$ cat config.mk
export PLATFORM = sky130hd
export DESIGN_NAME = dma_irq_regs
export DESIGN_NICKNAME = d
export VERILOG_FILES = /design/src/rtl/dma_irq_pkg.sv /design/src/rtl/dma_irq_status_bank.sv /design/src/rtl/dma_irq_summary.sv /design/src/rtl/dma_irq_ctl_regs.sv /design/src/rtl/dma_irq_regs.sv
export SDC_FILE = /design/constraint.sdc
export NUM_CORES = 1
export LEC_CHECK = 0
export BUFFER_PORTS_ARGS = -buffer_cell sky130_fd_sc_hd__clkbuf_2
export CAP_MARGIN = 10
export CORE_ASPECT_RATIO = 1.1
export CORE_UTILIZATION = 47
export CTS_CLUSTER_DIAMETER = 100
export DETAILED_ROUTE_END_ITERATION = 8
export GPL_ROUTABILITY_DRIVEN = 0
export HOLD_SLACK_MARGIN = 0.06
export PLACE_DENSITY = 0.92
export SLEW_MARGIN = 10
export SYNTH_ARGS = -nofsm -noshare
export SYNTH_HDL_FRONTEND = slang
export SYNTH_SLANG_ARGS = --single-unit
$ cat constraint.sdc
create_clock -name clk -period 1.9 [get_ports clk]
set_input_delay 0.285 -clock clk [delete_from_list [all_inputs] [get_ports clk]]
set_output_delay 0.285 -clock clk [all_outputs]
set_load 0.03 [all_outputs]
$ cat src/rtl/dma_irq_pkg.sv
package dma_irq_pkg;

  localparam int DW      = 32;
  localparam int AW      = 2;
  localparam int NSRC    = 11;
  localparam int STW     = 3;
  localparam int NSIDE   = 3;
  localparam int CTW     = 2;

  localparam int B_ABN   = 15;
  localparam int B_NRM   = 16;
  localparam int B_TXST  = 17;
  localparam int B_RXST  = B_TXST + STW;
  localparam int B_SIDE  = B_RXST + STW;
  localparam int W1C_TOP = 16;

  // group membership by latched source position
  localparam logic [NSRC-1:0] GRP_NRM = 11'b000_0010_0001;
  localparam logic [NSRC-1:0] GRP_ABN = 11'b111_1101_1110;

  typedef enum logic [AW-1:0] {
    SEL_STATUS = 2'd0,
    SEL_ENABLE = 2'd1,
    SEL_CTRL   = 2'd2,
    SEL_NONE   = 2'd3
  } reg_sel_e;

  // next value of a sticky bit vector: pulses beat clears
  function automatic logic [NSRC-1:0] sticky_next(
    input logic [NSRC-1:0] cur,
    input logic [NSRC-1:0] clr,
    input logic [NSRC-1:0] pulse);
    return (cur & ~clr) | pulse;
  endfunction

  // any set-and-enabled member of a group
  function automatic logic group_hit(
    input logic [NSRC-1:0] st,
    input logic [NSRC-1:0] en,
    input logic [NSRC-1:0] grp);
    return |(st & en & grp);
  endfunction

  // writable bits of the enable register
  function automatic logic [DW-1:0] en_mask();
    logic [DW-1:0] m;
    m = '0;
    for (int i = 0; i < NSRC; i++) m[i] = 1'b1;
    m[B_ABN] = 1'b1;
    m[B_NRM] = 1'b1;
    for (int i = 0; i < NSIDE; i++) m[B_SIDE+i] = 1'b1;
    return m;
  endfunction

endpackage

$ cat src/rtl/dma_irq_status_bank.sv
module dma_irq_status_bank
  import dma_irq_pkg::*;
(
  input  logic            clk,
  input  logic            rst_n,
  input  logic [NSRC-1:0] pulse_i,
  input  logic [NSRC-1:0] clr_i,
  output logic [NSRC-1:0] st_o
);

  logic [NSRC-1:0] st_d;

  assign st_d = sticky_next(st_o, clr_i, pulse_i);

  for (genvar g = 0; g < NSRC; g++) begin : g_bit
    always_ff @(posedge clk or negedge rst_n) begin
      if (!rst_n) st_o[g] <= 1'b0;
      else        st_o[g] <= st_d[g];
    end
  end

endmodule

$ cat src/rtl/dma_irq_summary.sv
module dma_irq_summary
  import dma_irq_pkg::*;
(
  input  logic [NSRC-1:0]  st_i,
  input  logic [NSRC-1:0]  en_src_i,
  input  logic             en_abn_i,
  input  logic             en_nrm_i,
  input  logic [NSIDE-1:0] side_i,
  input  logic [NSIDE-1:0] en_side_i,
  output logic             abn_sum_o,
  output logic             nrm_sum_o,
  output logic             irq_o
);

  logic [NSIDE-1:0] side_hit;

  assign abn_sum_o = group_hit(st_i, en_src_i, GRP_ABN);
  assign nrm_sum_o = group_hit(st_i, en_src_i, GRP_NRM);

  for (genvar g = 0; g < NSIDE; g++) begin : g_side
    assign side_hit[g] = side_i[g] & en_side_i[g];
  end

  assign irq_o = (abn_sum_o & en_abn_i) | (nrm_sum_o & en_nrm_i) | (|side_hit);

endmodule

$ cat src/rtl/dma_irq_ctl_regs.sv
module dma_irq_ctl_regs
  import dma_irq_pkg::*;
(
  input  logic           clk,
  input  logic           rst_n,
  input  logic           wr_i,
  input  logic [AW-1:0]  addr_i,
  input  logic [DW-1:0]  wdata_i,
  output logic [DW-1:0]  en_q_o,
  output logic [CTW-1:0] ctl_q_o,
  output logic           st_wr_o
);

  localparam logic [DW-1:0] EN_MASK = en_mask();

  logic en_wr, ctl_wr;

  assign st_wr_o = wr_i && (reg_sel_e'(addr_i) == SEL_STATUS);
  assign en_wr   = wr_i && (reg_sel_e'(addr_i) == SEL_ENABLE);
  assign ctl_wr  = wr_i && (reg_sel_e'(addr_i) == SEL_CTRL);

  always_ff @(posedge clk or negedge rst_n) begin
    if (!rst_n)     en_q_o <= '0;
    else if (en_wr) en_q_o <= wdata_i & EN_MASK;
  end

  always_ff @(posedge clk or negedge rst_n) begin
    if (!rst_n)      ctl_q_o <= '0;
    else if (ctl_wr) ctl_q_o <= wdata_i[CTW-1:0];
  end

endmodule

$ cat src/rtl/dma_irq_regs.sv
module dma_irq_regs
  import dma_irq_pkg::*;
(
  input  logic              clk,
  input  logic              rst_n,
  input  logic [AW-1:0]     bus_addr,
  input  logic              bus_wr,
  input  logic [DW-1:0]     bus_wdata,
  output logic [DW-1:0]     bus_rdata,
  input  logic [NSRC-1:0]   evt_in,
  input  logic [STW-1:0]    tx_state,
  input  logic [STW-1:0]    rx_state,
  input  logic [NSIDE-1:0]  side_in,
  output logic              irq,
  output logic              tx_run,
  output logic              rx_run
);

  // named internal events for the checker
  logic [DW-1:0]   en_q;
  logic [CTW-1:0]  ctl_q;
  logic            st_wr;
  logic [NSRC-1:0] st_clr;
  logic [NSRC-1:0] st_src;
  logic            abn_sum;
  logic            nrm_sum;
  logic [DW-1:0]   status_word;

  dma_irq_ctl_regs i_ctl (
    .clk     (clk),
    .rst_n   (rst_n),
    .wr_i    (bus_wr),
    .addr_i  (bus_addr),
    .wdata_i (bus_wdata),
    .en_q_o  (en_q),
    .ctl_q_o (ctl_q),
    .st_wr_o (st_wr)
  );

  assign st_clr = st_wr ? bus_wdata[NSRC-1:0] : '0;

  dma_irq_status_bank i_bank (
    .clk     (clk),
    .rst_n   (rst_n),
    .pulse_i (evt_in),
    .clr_i   (st_clr),
    .st_o    (st_src)
  );

  dma_irq_summary i_sum (
    .st_i      (st_src),
    .en_src_i  (en_q[NSRC-1:0]),
    .en_abn_i  (en_q[B_ABN]),
    .en_nrm_i  (en_q[B_NRM]),
    .side_i    (side_in),
    .en_side_i (en_q[B_SIDE +: NSIDE]),
    .abn_sum_o (abn_sum),
    .nrm_sum_o (nrm_sum),
    .irq_o     (irq)
  );

  always_comb begin
    status_word                  = '0;
    status_word[NSRC-1:0]        = st_src;
    status_word[B_ABN]           = abn_sum;
    status_word[B_NRM]           = nrm_sum;
    status_word[B_TXST +: STW]   = tx_state;
    status_word[B_RXST +: STW]   = rx_state;
    status_word[B_SIDE +: NSIDE] = side_in;
  end

  always_comb begin
    case (reg_sel_e'(bus_addr))
      SEL_STATUS: bus_rdata = status_word;
      SEL_ENABLE: bus_rdata = en_q;
      SEL_CTRL:   bus_rdata = {{(DW-CTW){1'b0}}, ctl_q};
      default:    bus_rdata = '0;
    endcase
  end

  assign tx_run = ctl_q[0];
  assign rx_run = ctl_q[1];

endmodule

After elaboration in Yosys (flattened, before gate mapping)
Index checks and enable logic that the tools add are counted.
{"block": "totals", "register_bits": 29}
{"block": "classes", "eq_ne": 2, "mux": 2, "n_bitwise": 11, "reduce_logical": 7}
{"op": "one-hot mux 26 bit (3 select lines)", "n": 1}
{"op": "bitwise AND 11 bit", "n": 2}
{"op": "two-way mux 11 bit", "n": 1}
{"op": "NOT 11 bit", "n": 1}
{"op": "OR 11 bit", "n": 1}
{"op": "OR reduction 9 bit", "n": 1}
{"op": "bitwise AND 1 bit", "n": 5}
{"op": "logical AND 1 bit", "n": 3}
{"op": "OR reduction 3 bit", "n": 1}
{"op": "== test 2 x 1 -> 1 bit (second input constant)", "n": 1}
{"op": "== test 2 bit (second input constant)", "n": 1}
{"op": "zero test 2 bit", "n": 1}
{"op": "OR 1 bit", "n": 2}
{"op": "OR reduction 2 bit", "n": 1}

Depth between registers and ports, before layout
Gate-level depths: netlist of the first run.
{"block": "depth", "word_depth": 6, "mapped_depth": 5, "mapped_depth_nobuf": 3}

Modules after synthesis
From an unflattened synthesis of the first run, not the netlist that was laid out.
{"block": "hier_totals", "hier_cells": 175, "hier_area_um2": 1878.1}
{"module": "dma_irq_ctl_regs", "n_inst": 1, "cells_per_inst": 57, "area_per_inst_um2": 860.8, "seq_area_each_um2": 450.4}
{"module": "dma_irq_regs", "n_inst": 1, "cells_per_inst": 73, "area_per_inst_um2": 531.8, "seq_area_each_um2": 0.0}
{"module": "dma_irq_status_bank", "n_inst": 1, "cells_per_inst": 33, "area_per_inst_um2": 399.1, "seq_area_each_um2": 275.3}
{"module": "dma_irq_summary", "n_inst": 1, "cells_per_inst": 12, "area_per_inst_um2": 86.3, "seq_area_each_um2": 0.0}

Worst setup path after synthesis of the first run
OpenSTA, ideal clock, no wires.
{"block": "synth_timing", "path_type": "reg-to-output", "start": "register i_bank.st_o[8]", "end": "output port bus_rdata[15]", "t_arrival_ps": 1437, "required_ps": 1615, "slack_ps": 178, "stages_incl_launch_ff": 4, "path_cell_list": "dfrtp_1 -> a22oi_1 -> and3_1 -> a311oi_1"}
{"block": "synth_between", "elab_chain_cells": 3}
{"element": "start: declaration", "line": "dma_irq_status_bank.sv:8", "source": "output logic [NSRC-1:0] st_o"}
{"element": "start signal: indexed assignment", "line": "dma_irq_status_bank.sv:18", "source": "else st_o[g] <= st_d[g];"}
{"element": "bitwise AND 11 bit"}
{"element": "OR reduction 9 bit", "line": "dma_irq_pkg.sv:41", "source": "return |(st & en & grp);"}
{"element": "one-hot mux 26 bit (3 select lines)", "line": "dma_irq_regs.sv:73", "source": "case (reg_sel_e'(bus_addr))"}
{"element": "end: declaration", "line": "dma_irq_regs.sv:9", "source": "output logic [DW-1:0] bus_rdata,"}
No other way between the ends.

Worst setup path in the final report of the first run
{"block": "layout_timing", "start": "register i_bank.st_o[1]", "end": "output port irq"}
{"block": "layout_between", "elab_chain_cells": 5}
{"element": "bitwise AND 11 bit"}
{"element": "OR reduction 9 bit", "line": "dma_irq_pkg.sv:41"}
{"element": "bitwise AND 1 bit", "line": "dma_irq_summary.sv:24", "source": "assign irq_o = (abn_sum_o & en_abn_i) | (nrm_sum_o & en_nrm_i) | (|side_hit);"}
{"element": "OR 1 bit (2 in a row)", "line": "dma_irq_summary.sv:24"}
{"element": "end: declaration", "line": "dma_irq_regs.sv:14", "source": "output logic irq,"}
No other way between the ends.

==> results of run 1 <==
-- power by group through the flow --
stage / clock (mW) / combinational, mW / sequential (mW)
floorplan: 0 / 0.351 / 0.772
global placement: 0 / 0.477 / 0.770
detailed placement: 0 / 0.494 / 0.776
CTS: 0.391 / 0.514 / 0.764
global route: 0.423 / 0.559 / 0.777
finish: 0.385 / 0.526 / 0.765
-- through the flow --
stage,area (um2),setup slack [ns],utilization,hold WS [ns],power [mW]
floorplan,1625,0.1784,-,-0.01059,1.123
global placement,1911,0.2730,0.6110,0.3605,1.247
detailed placement,1911,0.2411,0.6110,0.3644,1.270
CTS,2006,-0.03074,0.6415,0.1172,1.669
global route,2027,-0.1393,0.6483,0.09674,1.758
finish,2027,-0.09296,0.6483,0.1231,1.675
-- worst max-delay path: cells and delay by family (launching register included) --
kind                   cells  cell delay, ns
AO/OA/AOI/OAI              3            0.83
buffers and inverters      1            0.16
flip-flops                 1            0.39
-- layer usage --
metal  up-vias  share of wire  routed length, um  track usage
met1       640           0.39               1457       0.2453
met5         -              0                  0            0
met4         0          0.018                 67       0.1006
li1        622              -                  -            -
met3         7          0.085                320      0.07660
met2        67           0.51               1901       0.3866
-- worst max path at each step --
stage                         end                   startpoint  depth (start not counted)
finish                        irq     i_bank.st_o[1]$_DFF_PN0_                          4
floorplan           bus_rdata[15]     i_bank.st_o[8]$_DFF_PN0_                          3
detailed placement            irq  i_ctl.en_q_o[1]$_DFFE_PN0P_                          4
global route                  irq     i_bank.st_o[1]$_DFF_PN0_                          4
CTS                 bus_rdata[15]  i_ctl.en_q_o[4]$_DFFE_PN0P_                          4
global placement              irq  i_ctl.en_q_o[1]$_DFFE_PN0P_                          4
-- flip-flops by register name, summed over array words and instances (netlist names) --
name / count
i_ctl.ctl_q_o: 2
i_bank.st_o: 11
i_ctl.en_q_o: 16
-- area by class of cell --
class / count / area, um2
multi-input cells: 104 / 785.8
well taps: 34 / 42.54
clock buffers: 7 / 55.05
inverters: 3 / 11.26
repair buffers: 74 / 406.6
fillers: 266 / 1100
flip-flops and latches: 29 / 725.7
-- cells by family (layout without fill, tap and decap cells) --
kind of cell	after synthesis	in the layout	synth area share
AND/OR/NAND/NOR	39	39	0.1148
flip-flops	29	29	0.4560
other	1	10	0.002356
buffers and inverters	19	84	0.07782
AO/OA/AOI/OAI	23	23	0.1101
multiplexers	32	32	0.2390
-- synthesized netlist by cell type (3+ instances only) --
master                    number
sky130_fd_sc_hd__a21o_1       11
sky130_fd_sc_hd__a22oi_1       4
sky130_fd_sc_hd__buf_4        11
sky130_fd_sc_hd__buf_2         3
sky130_fd_sc_hd__mux2_2        8
sky130_fd_sc_hd__mux2_4       10
sky130_fd_sc_hd__o21ai_0       3
sky130_fd_sc_hd__mux2i_1      14
sky130_fd_sc_hd__inv_1         3
sky130_fd_sc_hd__and2_1        6
sky130_fd_sc_hd__nor2_1       15
sky130_fd_sc_hd__dfrtp_1      29
sky130_fd_sc_hd__nand2_1      13
-- timing repair --
| item | CTS | global route |
|---|---|---|
| hold buffers | 1 | 0 |
| gates resized for setup | 5 | 1 |
| setup buffers | 2 | 2 |
| setup endpoints to repair | 2 | 2 |
| pin swaps | 2 | 0 |
| endpoints found under the hold margin | 29 | 0 |
==> flow_results.org, run 1 <==
** Clocking
- The H-tree generated during clock tree synthesis spans 2 levels.
- Root cell of the clock tree :: sky130_fd_sc_hd__clkbuf_4
- Clock-pin slew on the worst setup and hold paths :: 0.08 ns
- Cts bufs inserted :: 5
- TritonCTS built the clock tree.
- Sink count of the clock tree :: 29
- Clock insertion delay at the later pin of the skew report :: 0.33 ns
- No sink is reached through more buffers than the 2 on the longest clock path.

** GRT
- Total congestion overflow :: 0
- Maximum number of pins on one net before global-route repair :: 30
- The via count of the first global-routing pass came to 1328.
- Total routing usage reported by global routing :: 0.2248
- The initial antenna violation count is 0.
- The first global-routing pass estimated 6.030 mm of wire.

** Final layout
- In the final layout, the share of cells above drive strength 1 is 0.4700.
- Compared with the post-synthesis result, the final layout area differs by 27.36%.
- Cell Count, Final, Fillers Out :: 251
- For this run, the post-layout net count is 274.
- Most used cells in the layout excluding fill and tap cells :: sky130_fd_sc_hd__clkbuf_2 (63), sky130_fd_sc_hd__dfrtp_1 (29), sky130_fd_sc_hd__nor2_1 (15)
- Total inserted antenna cells :: 0
- Most common cell after layout, fill and taps aside :: sky130_fd_sc_hd__clkbuf_2

** Detailed routing
- Number of nets with antenna violations after routing :: 0
- Dividing the detail-routed via count by the number of cells gives 5.323.
- Overall via count from detail_route :: 1336
- Number of detailed-routing iterations run before antenna repair :: 6
- After detailed routing, the average wire length per cell comes to 14.93 um.
- Total wire length after detailed routing :: 3.747 mm
- Violation count after the first detailed-route iteration :: 43
- After detailed routing, the number of remaining DRC violations is 10.

** Synthesis
- Ys Warns :: 0
- Share of Yosys cell area claimed by the top area cell type :: 0.4560
- By area the synthesized netlist is led by sky130_fd_sc_hd__dfrtp_1 (46%), sky130_fd_sc_hd__mux2_4 (9.4%), sky130_fd_sc_hd__mux2i_1 (8.8%).
- The synthesized netlist contains 25 unique library cells.
- After synthesis, the mean cell area works out to 11.13 um2.
- The biggest area contributor in the post-synthesis netlist is sky130_fd_sc_hd__dfrtp_1.
- Counting flops with a built-in enable in the synthesized netlist gives 0.
- Area of the mapped netlist :: 1592 um2
- The cell count after synthesis came out at 143.
- Async set-reset flop share out of synthesis :: 1.000
- Among all flip-flop cells after synthesis, the most frequent one is sky130_fd_sc_hd__dfrtp_1.
- After synthesis the netlist holds a flip-flop and latch count of 29.
- For this run, the register share of the synthesized area comes to 0.4560.

** Placed design
- In this run, placement finished with an instance count of 239.
- Port buffering added 65 buffers.
- The wire-length estimate of the detail-placed layout is 2.745 mm.

** Setup path
- For the worst setup path, the data arrival time is 1.71 ns.
- Data required time of the worst path :: 1.62 ns
- In this run the critical register-to-register path is captured at i_ctl.en_q_o[1]$_DFFE_PN0P_.
- STA classifies the critical path endpoint as an output pin.
- Setup slack, reg-to-reg :: 0.86 ns
- In this design, the stage delay of the slowest critical-path cell is 0.47 ns.
- The critical path is of the register to output pin type.
- Number of cell instances on the worst register-to-register path :: 3
- Kind of launch point of the worst setup path :: register
- In this run the worst path has a maximum fanout of 2.
- Critical-path top delay cell :: sky130_fd_sc_hd__a222oi_1
- The critical path goes through a222oi_1, o221a_2, o21ai_2, clkbuf_8.
- The worst register-to-register path begins at i_ctl.en_q_o[1]$_DFFE_PN0P_.

** Timing
- The max-slew violation total from the final report came to 0.
- At the pin with the least slew margin, the transition time is 0.7160 ns.
- Headroom to the max-slew limit :: 0.5226
- Endpoints failing setup :: 2
- Hold violation count in the final report :: 0
- Between clock sinks in the finished design, the worst skew comes to 0 ns.
- In the final timing run, aggregate negative setup slack is -0.09494 ns.
- The smallest clock period supported by the final layout is computed as 1.993 ns.
- Of the available clock period, the critical path in the final layout requires 1.049.
- Final worst setup slack :: -0.09296 ns
- Top achievable clock speed :: 501.8 MHz
- Setup repair after global routing could not meet its margin everywhere.

** Power
- For this design the ratio of total power to cell area is 826.5 nW/um2.
- Portion of total power attributed to the clock network :: 0.230
- For this design the static power due to leakage is 1.060 nW.
- Combinational fraction of design power :: 0.314
- Switching share of power :: 0.3404
- Of the total power, registers draw 0.456.
- VDD sags by at most 0.6087 mV.
- The internal portion of the total power is 1.105 mW.
- Switching component of the power :: 0.5703 mW

** Flow run
- Maximum Capacitance Violations :: 0

** Min path
- In this run the most critical hold path is launched from evt_in[9].
- In this run the worst hold path is classified as input port to register.
- Hold path endpoint :: i_bank.st_o[9]$_DFF_PN0_
- Cells on Worst Hold Path :: 2

** Floorplan
- Initial standard-cell utilization of the core :: 0.5090
- During I/O placement, the number of pins put on the boundary was 92.
- Die Outline Area :: 3623 um2
- The total area inside the core boundary comes to 3127 um2.
- Row count :: 21
- DIE WIDTH :: 57.49 um
- From bottom edge to top edge, the die measures 63.03 um.

** Run status
- The checks that failed: DRC, setup timing.
- The flow ran to the end, but the final reports show violations.
(Power assumes the default switching activity.)
==> run 2: changes to the inputs <==
--- a/config.mk
+++ b/config.mk
@@ -8,12 +8,12 @@
 export BUFFER_PORTS_ARGS = -buffer_cell sky130_fd_sc_hd__clkbuf_2
 export CAP_MARGIN = 10
 export CORE_ASPECT_RATIO = 1.1
-export CORE_UTILIZATION = 47
+export CORE_UTILIZATION = 39
 export CTS_CLUSTER_DIAMETER = 100
 export DETAILED_ROUTE_END_ITERATION = 8
 export GPL_ROUTABILITY_DRIVEN = 0
 export HOLD_SLACK_MARGIN = 0.06
-export PLACE_DENSITY = 0.92
+export PLACE_DENSITY = 0.82
 export SLEW_MARGIN = 10
 export SYNTH_ARGS = -nofsm -noshare
 export SYNTH_HDL_FRONTEND = slang
==> constraint.sdc (replaced) <==
create_clock -name clk -period 1.8 [get_ports clk]
set_input_delay 0.27 -clock clk [delete_from_list [all_inputs] [get_ports clk]]
set_output_delay 0.27 -clock clk [all_outputs]
set_load 0.03 [all_outputs]
==> flow_results.org, run 2 (synthesized netlist as in run 1, its figures left out) <==
** Clocking
- The number of clock buffers inserted by TritonCTS is 5 (unchanged).
- The cell at the root of the clock tree was sky130_fd_sc_hd__clkbuf_8 (was sky130_fd_sc_hd__clkbuf_4).
- The H-tree depth is 2 (unchanged).
- Clock-pin slew on the worst setup and hold paths :: 0.05 ns (was 0.08 ns)
- The clock sink total is 29 (unchanged).
- CTS Hold Bufs :: 0 (was 1)
- The TritonCTS clock tree was yes (unchanged).
- The latest clock arrival within the worst-skew pair came to 0.27 ns (was 0.33 ns).
- Clock Tree Buf Depth :: 2 (unchanged)

** Power
- Combinational fraction of design power :: 0.291 (was 0.314)
- Switching share of power :: 0.3121 (was 0.3404)
- Switching component of the power :: 0.5825 mW (was 0.5703 mW)
- The internal power came to 1.284 mW (was 1.105 mW).
- The power share of the sequential group came to 0.432 (was 0.456).
- The reported leakage power is 1.068 nW (was 1.060 nW).
- Portion of total power attributed to the clock network :: 0.278 (was 0.230)
- Power density over the cells :: 903.4 nW/um2 (was 826.5 nW/um2)
- Peak ir drop on the vdd network :: 0.4563 mV (was 0.6087 mV)
- The total power after layout is 1.866 mW (was 1.675 mW).

** Timing
- Final TNS setup :: -0.04224 ns (was -0.09494 ns)
- Minimum clock period :: 1.842 ns
- Static timing analysis puts the maximum clock frequency at 542.8 MHz.
- Endpoints failing setup :: 1 (was 2)
- Least-Margin Pin Slew :: 0.7119 ns (was 0.7160 ns)
- Clk_skew :: 0 ns (unchanged)
- RSZ-0062 raised after global routing: yes (unchanged).
- Final worst setup slack :: -0.04224 ns (was -0.09296 ns)
- Headroom to the max-slew limit :: 0.5254 (was 0.5226)
- The max-slew violation total from the final report is 0 (unchanged).
- The number of hold-slack violations in the final timing report is 0 (unchanged).
- Final worst hold slack :: 0.04134 ns (was 0.1231 ns)
- Tcrit/Tclk final :: 1.023

** Floorplan
- The number of rows created at floorplan was 24 (was 21).
- DIE HEIGHT :: 69 um (was 63.03 um)
- DIE WIDTH :: 62.91 um (was 57.49 um)
- The core box area was 3934 um2 (was 3127 um2).
- Die Outline Area :: 4341 um2 (was 3623 um2)
- Num ports :: 92 (unchanged)
- Initial standard-cell utilization of the core :: 0.4046 (was 0.5090)

** GRT
- The sum of overflow across all layers after global routing is 0 (unchanged).
- The initial antenna violation count is 0 (unchanged).
- Total routing usage reported by global routing :: 0.1719 (was 0.2248)
- Number of global-route vias before repair :: 1270 (was 1328)
- Global-route wire length before repair :: 5.720 mm (was 6.030 mm)
- Maximum number of pins on one net before global-route repair :: 30 (unchanged)

** Setup path
- Type of destination of the critical path :: output pin (unchanged)
- Kind of launch point of the worst setup path :: register (unchanged)
- The slowest library cell on the worst path was sky130_fd_sc_hd__dfrtp_1 (was sky130_fd_sc_hd__a222oi_1).
- Data required time of the worst path :: 1.53 ns (was 1.62 ns)
- The largest fanout on the critical path is 3 (was 2).
- The largest incremental delay on the critical path was 0.39 ns (was 0.47 ns).
- Critical setup path kind :: register to output pin (unchanged)
- Cell breakdown of the critical path :: a222oi_1, buf_4, o221a_4, o21ai_2, clkbuf_8 (was a222oi_1, o221a_2, o21ai_2, clkbuf_8)
- Arrival time at the worst endpoint :: 1.57 ns (was 1.71 ns)

** Final layout
- Net count reported at finish :: 272 (was 274)
- Share of cells above drive strength 1 :: 0.4651 (was 0.4700)
- Most common cell after layout, fill and taps aside :: sky130_fd_sc_hd__clkbuf_2 (unchanged)
- Most used cells in the layout excluding fill and tap cells :: sky130_fd_sc_hd__clkbuf_2 (63), sky130_fd_sc_hd__dfrtp_1 (29), sky130_fd_sc_hd__nor2_1 (15) (unchanged)
- Largest regs: i_ctl.en_q_o x16, i_bank.st_o x11, i_ctl.ctl_q_o x2 (unchanged).
- Area growth from synthesis to layout :: 29.80% (was 27.36%)
- The final cell count without fillers is 267 (was 251).
- Total inserted antenna cells :: 0 (unchanged)
- The final design area excluding fillers is 2066 um2 (was 2027 um2).
- The flip-flop count of the largest register after layout is 16 (unchanged).
- The register containing the most flip-flops in the final layout is i_ctl.en_q_o (unchanged).
- The fraction of the core area covered by cells at the end of the flow was 0.5251 (was 0.6483).

** Flow run
- Maximum Capacitance Violations :: 0 (unchanged)

** Placed design
- The pre-CTS worst setup slack was 0.1291 ns (was 0.2411 ns).
- Count of port buffers added during placement :: 65 (unchanged)
- The instance area at placement is 1941 um2 (was 1911 um2).
- The half-perimeter wire length after placement is 2.662 mm (was 2.745 mm).
- The cell count after placement was 258 (was 239).

** Detailed routing
- The wire length per cell is 12.95 um (was 14.93 um).
- The first-pass iteration count of the detailed router was 5 (was 6).
- Overall via count from detail_route :: 1261 (was 1336)
- The detailed-route wire length came to 3.458 mm (was 3.747 mm).
- The violation count after the first detailed-route iteration was 48 (was 43).
- Post-detailed-route DRC marker count :: 0 (was 10)
- Number of nets with antenna violations after routing :: 0 (unchanged)
- The number of vias per cell is 4.723 (was 5.323).

** Run status
- Result of the run: finished with violations (unchanged).
- Violations in the final reports: setup timing (was DRC, setup timing).

** Min path
- Type of the tightest min-delay check :: input port to asynchronous set/reset pin (was input port to register)
-- run 2: cell types whose count changed in the layout (fill, tap and decap cells not counted), sizes merged --
| cell | change |
|---|---|
| clkbuf | -1 |
| dlygate4sd3 | -1 |
-- run 2: layout make-up --
| cell class | count | area (um2) |
|---|---|---|
| multi-input cells | 104 | 788.3 |
| well taps | 52 | 65.06 |
| flip-flops and latches | 29 | 725.7 |
| repair buffers | 72 | 389.1 |
| inverters | 3 | 11.26 |
| fillers | 380 | 1868 |
| clock buffers | 7 | 86.33 |
-- run 2: timing repair --
item | CTS | global route
setup endpoints to repair | 2 | 2
cloned | 0 | 0
endpoints found under the hold margin | 0 | 0
buffers inserted | 2 | 0
gates resized for setup | 6 | 1
pin swaps | 2 | 1
-- run 2: worst max-delay path, delay by kind of cell, from the launching register on --
| family | cells | cell delay [ns] |
|---|---|---|
| AO/OA/AOI/OAI | 3 | 0.57 |
| buffers and inverters | 2 | 0.33 |
| flip-flops | 1 | 0.39 |
-- run 2: power groups by stage --
stage	sequential (mW)	combinational, mW	clock, mW
final	0.805	0.542	0.518
after detailed placement	0.816	0.519	0
after floorplan	0.815	0.370	0
after CTS	0.804	0.548	0.535
after global placement	0.812	0.509	0
after global routing	0.818	0.583	0.564
-- run 2: metal layers --
layer  vias up  track usage  wire, um
li1        618            -         -
met1       586       0.2019      1451
met2        50       0.2855      1733
met3         7      0.05298       217
met4         0      0.07494        55
met5         -            0         0
-- run 2: worst paths after layout --
path / from / endpoint / slack (ns) / cells after the start
hold reg to reg: i_bank.st_o[7]$_DFF_PN0_ / i_bank.st_o[7]$_DFF_PN0_ / 0.51 / 1
min in group clk: evt_in[7] / i_bank.st_o[7]$_DFF_PN0_ / 0.17 / 2
max in group asynchronous: rst_n / i_ctl.ctl_q_o[0]$_DFFE_PN0P_ / 1.30 / 1
hold / removal: rst_n / i_bank.st_o[4]$_DFF_PN0_ / 0.04 / 1
setup / recovery: i_ctl.en_q_o[1]$_DFFE_PN0P_ / irq / -0.04 / 5
setup reg to reg: i_bank.st_o[1]$_DFF_PN0_ / i_bank.st_o[1]$_DFF_PN0_ / 1.01 / 2
==> run 3: changes to the inputs <==
--- a/config.mk
+++ b/config.mk
@@ -8,13 +8,14 @@
 export BUFFER_PORTS_ARGS = -buffer_cell sky130_fd_sc_hd__clkbuf_2
 export CAP_MARGIN = 10
 export CORE_ASPECT_RATIO = 1.1
-export CORE_UTILIZATION = 39
+export CORE_UTILIZATION = 42
 export CTS_CLUSTER_DIAMETER = 100
 export DETAILED_ROUTE_END_ITERATION = 8
 export GPL_ROUTABILITY_DRIVEN = 0
 export HOLD_SLACK_MARGIN = 0.06
-export PLACE_DENSITY = 0.82
+export PLACE_DENSITY = 0.84
 export SLEW_MARGIN = 10
 export SYNTH_ARGS = -nofsm -noshare
 export SYNTH_HDL_FRONTEND = slang
+export SYNTH_HIERARCHICAL = 1
 export SYNTH_SLANG_ARGS = --single-unit
==> flow_results.org, run 3 <==
** Power
- The worst supply voltage drop on vdd came to 0.4130 mV (was 0.4563 mV).
- The total net switching power was 0.6076 mW (was 0.5825 mW).
- Power density over the cells :: 823.2 nW/um2 (was 903.4 nW/um2)
- The reported leakage power came to 1.189 nW (was 1.068 nW).
- Internal Dissipation :: 1.275 mW (was 1.284 mW)
- Portion of total power attributed to the clock network :: 0.266 (was 0.278)
- Part of the total power dissipated in sequential elements :: 0.429 (was 0.432)
- Combinational fraction of design power :: 0.306 (was 0.291)
- Overall power :: 1.883 mW (was 1.866 mW)
- Switching share of power :: 0.3227 (was 0.3121)

** Clocking
- The H-tree depth was 2 (unchanged).
- Clock Tree Buf Depth :: 2 (unchanged)
- The clock sink total came to 29 (unchanged).
- Clock insertion delay at the later pin of the skew report :: 0.27 ns (about the same)
- Clock-pin slew on the worst setup and hold paths :: 0.06 ns (was 0.05 ns)
- The TritonCTS clock tree is yes (unchanged).
- The cell at the root of the clock tree is sky130_fd_sc_hd__clkbuf_8 (unchanged).
- Cts bufs inserted :: 5 (unchanged)
- The total of hold buffers inserted after clock tree synthesis is 0 (unchanged).

** Timing
- The max-slew violation total from the final report is 0 (unchanged).
- Minimum clock period :: 1.782 ns (was 1.842 ns)
- The remaining max-slew budget at the tightest pin was 0.5225 (was 0.5254).
- The final setup skew was 0 ns (unchanged).
- The fmax was 561.0 MHz (was 542.8 MHz).
- Hold violation count in the final report :: 0 (unchanged)
- The total negative slack for setup checks is 0 ns (was -0.04224 ns).
- The transition at the pin with the smallest max-transition slack is 0.7163 ns (was 0.7119 ns).
- Final worst setup slack :: 0.01751 ns (was -0.04224 ns)
- Final worst hold slack :: 0.03881 ns (was 0.04134 ns)
- The period utilization was 0.9903 (was 1.023).
- The count of endpoints failing setup in the final report came to 0 (was 1).
- RSZ-0062 raised after global routing: yes (unchanged).

** Placed design
- The number of buffers added on ports was 65 (unchanged).
- HPWL Detailed :: 2.844 mm (was 2.662 mm)
- The pre-CTS worst setup slack came to 0.2456 ns (was 0.1291 ns).

** Floorplan
- The number of top-level pins came to 92 (unchanged).
- Area of the core region :: 4285 um2 (was 3934 um2)
- The number of rows created at floorplan was 25 (was 24).
- DIE WIDTH :: 65.76 um (was 62.91 um)
- Die Outline Area :: 4743 um2 (was 4341 um2)
- The floorplan die height came to 72.14 um (was 69 um).
- The starting utilization of the core area is 0.4382 (was 0.4046).

** Synthesis
- Fraction of the mapped netlist area in simple logic gates :: 0.1492 (was 0.1148)
- Post-Synth Adder-Cell Area :: 0 (unchanged)
- Cells after Synth :: 175 (was 143)
- Share of Yosys cell area claimed by the top area cell type :: 0.3864 (was 0.4560)
- Most frequently used flop master after synthesis :: sky130_fd_sc_hd__dfrtp_1 (unchanged)
- The most frequent cell after synthesis is sky130_fd_sc_hd__dfrtp_1 (unchanged).
- Main combinational cell family by area after synthesis :: multiplexers (unchanged)
- Synth top area cells :: sky130_fd_sc_hd__dfrtp_1 (39%), sky130_fd_sc_hd__mux2i_1 (12%), sky130_fd_sc_hd__mux2_4 (8.0%) (was sky130_fd_sc_hd__dfrtp_1 (46%), sky130_fd_sc_hd__mux2_4 (9.4%), sky130_fd_sc_hd__mux2i_1 (8.8%))
- The mean post-synth cell area was 10.73 um2 (was 11.13 um2).
- Xor/xnor cell area share of the yosys netlist :: 0 (unchanged)
- The total of flip-flops plus latches after synthesis is 29 (unchanged).
- Mux contribution to synthesized area :: 0.2452 (was 0.2390)
- Most used standard cells in the synthesized netlist: sky130_fd_sc_hd__dfrtp_1 (29), sky130_fd_sc_hd__mux2i_1 (22), sky130_fd_sc_hd__and2_1 (21), sky130_fd_sc_hd__nor2_1 (20), sky130_fd_sc_hd__buf_4 (16) (was sky130_fd_sc_hd__dfrtp_1 (29), sky130_fd_sc_hd__nor2_1 (15), sky130_fd_sc_hd__mux2i_1 (14), sky130_fd_sc_hd__nand2_1 (13)).
- The number of library cell types mapped by synthesis was 28 (was 25).
- The complex-gate fraction of the synthesized area came to 0.08861 (was 0.1101).
- Ys Warns :: 6 (was 0)
- Area leader, netlist :: sky130_fd_sc_hd__dfrtp_1 (unchanged)
- Sequential area share after synthesis :: 0.3864 (was 0.4560)
- EDFF count, synth :: 0 (unchanged)
- Async set-reset flop share out of synthesis :: 1.000 (unchanged)
- Area of the mapped netlist :: 1878 um2 (was 1592 um2)

** Final layout
- The ratio of cells with drive above 1 in the final layout was 0.4056 (was 0.4651).
- The number of antenna repair diodes was 0 (unchanged).
- Most used cells in the layout excluding fill and tap cells: sky130_fd_sc_hd__clkbuf_2 (63), sky130_fd_sc_hd__dfrtp_1 (29), sky130_fd_sc_hd__mux2i_1 (22) (was sky130_fd_sc_hd__clkbuf_2 (63), sky130_fd_sc_hd__dfrtp_1 (29), sky130_fd_sc_hd__nor2_1 (15)).
- The register containing the most flip-flops in the final layout was i_ctl/en_q_o (was i_ctl.en_q_o).
- Area growth from synthesis to layout :: 21.79% (was 29.80%)
- Net count reported at finish :: 305 (was 272)
- Final core area utilization :: 0.5337 (was 0.5251)
- Most common cell after layout, fill and taps aside :: sky130_fd_sc_hd__clkbuf_2 (unchanged)
- The flip-flop count of the largest register after layout came to 16 (unchanged).
- Largest regs: i_ctl/en_q_o x16, i_bank/st_o x11, i_ctl/ctl_q_o x2 (was i_ctl.en_q_o x16, i_bank.st_o x11, i_ctl.ctl_q_o x2).

** Min path
- Type of the tightest min-delay check :: input port to asynchronous set/reset pin (unchanged)

** Detailed routing
- Number of nets with antenna violations after routing :: 0 (unchanged)
- Post-detailed-route DRC marker count :: 0 (unchanged)
- Number of detailed-routing iterations run before antenna repair :: 6 (was 5)
- The violation count after the first detailed-route iteration was 71 (was 48).
- The detailed-route wire length came to 3.739 mm (was 3.458 mm).
- Routed wire per std cell :: 12.34 um (was 12.95 um)
- The routed via count is 1419 (was 1261).
- The number of vias per cell came to 4.683 (was 4.723).

** Setup path
- The endpoint of the worst setup timing path is bus_rdata[15] (was irq).
- The worst setup path startpoint is i_bank/st_o[4]$_DFF_PN0_ (was i_ctl.en_q_o[1]$_DFFE_PN0P_).
- The endpoint class of the critical path was an output pin (unchanged).
- Critical setup path kind :: register to output pin (unchanged)
- The sort of element at the start of the critical path is a register (unchanged).
- The required time at the worst-slack endpoint is 1.53 ns (about the same).
- Setup slack, reg-to-reg :: 0.90 ns (was 1.01 ns)
- Highest fanout seen on the critical path :: 2 (was 3)
- The critical register-to-register path startpoint is i_bank/st_o[4]$_DFF_PN0_ (was i_bank.st_o[1]$_DFF_PN0_).
- The critical path arrival is 1.51 ns (was 1.57 ns).
- Worst reg2reg endpoint :: i_bank/st_o[4]$_DFF_PN0_ (was i_bank.st_o[1]$_DFF_PN0_)
- The length in cells of the worst reg-to-reg path is 3 (was 2).

** GRT
- Total routing usage reported by global routing :: 0.1680 (was 0.1719)
- Initial antenna violation count :: 0 (unchanged)
- Number of global-route vias before repair :: 1289 (was 1270)
- Total congestion overflow :: 0 (unchanged)
- The pin count of the biggest net entering global routing was 30 (unchanged).
- The wire length of the first global-routing pass came to 5.968 mm (was 5.720 mm).

** Flow run
- The number of maximum-capacitance violations is 0 (unchanged).

** Run status
- Result of the run :: finished clean (was finished with violations)
[run 3: changes by cell type in the layout (fill, tap and decap cells not counted), sizes merged, moves of 2 or more]
cell / delta
o2bb2ai: +2
buf: +3
conb: +6
and2: +15
nand2: -13
o21ai: -3
nand3b: +2
inv: +9
mux2i: +8
nor2: +5
[run 3: worst max-delay path, stage by stage (launching register included)]
cell	delay, ns
sky130_fd_sc_hd__dfrtp_1	0.39
sky130_fd_sc_hd__a222oi_1	0.40
sky130_fd_sc_hd__nand2_1	0.09
sky130_fd_sc_hd__mux2i_1	0.14
sky130_fd_sc_hd__nor2_1	0.05
sky130_fd_sc_hd__buf_4	0.16
[run 3: what timing repair did]
item	4_1_cts	5_1_grt
gates cloned	0	0
setup endpoints to repair	2	2
resized for setup	3	2
pin swaps	3	3
setup buffers	2	2
[run 3: metrics by stage]
step,cells,instance area [um2]
after floorplan,190,1934
after global placement,291,2168
after detailed placement,291,2168
after CTS,301,2272
after global routing,303,2287
final,303,2287
[run 3: cells by family (layout without fill, tap and decap cells)]
logic type | Yosys count | count (layout)
other cells | 1 | 16
mux | 40 | 40
flops | 29 | 29
simple gates | 49 | 49
buf+inv | 35 | 94
compound gates | 21 | 21
[run 3: power by group through the flow]
stage / combinational (mW) / sequential, mW / clock, mW
after floorplan: 0.417 / 0.816 / 0
after global placement: 0.544 / 0.811 / 0
after detailed placement: 0.554 / 0.820 / 0
after CTS: 0.577 / 0.807 / 0.515
after global routing: 0.620 / 0.820 / 0.536
final: 0.576 / 0.807 / 0.500
[run 3: worst min-delay path by stage]
| stage | start | to | depth (start not counted) |
|---|---|---|---|
| finish | rst_n | i_bank/st_o[8]$_DFF_PN0_ | 1 |
| global route | rst_n | i_ctl/en_q_o[23]$_DFFE_PN0P_ | 1 |
| CTS | rst_n | i_bank/st_o[8]$_DFF_PN0_ | 1 |
| detailed placement | rst_n | i_bank/st_o[8]$_DFF_PN0_ | 1 |
| global placement | rst_n | i_bank/st_o[9]$_DFF_PN0_ | 1 |
| floorplan | rst_n | i_bank/st_o[0]$_DFF_PN0_ | 0 |
[run 3: cell type report]
cell class                      count  area (um2)
Fill cell                         414        1998
Tap cell                           54       67.56
Inverter                           12       45.04
Multi-Input combinational cell    126       970.9
Clock buffer                        8       80.08
Sequential cell                    29       725.7
Timing Repair Buffer               74       397.9
[run 3: per-layer routing]
metal,global-route usage,routed length (um),share of wire
met2,0.2948,1878,0.50
met5,0,0,0
met4,0.07246,55,0.015
met1,0.1946,1581,0.42
met3,0.03616,223,0.060
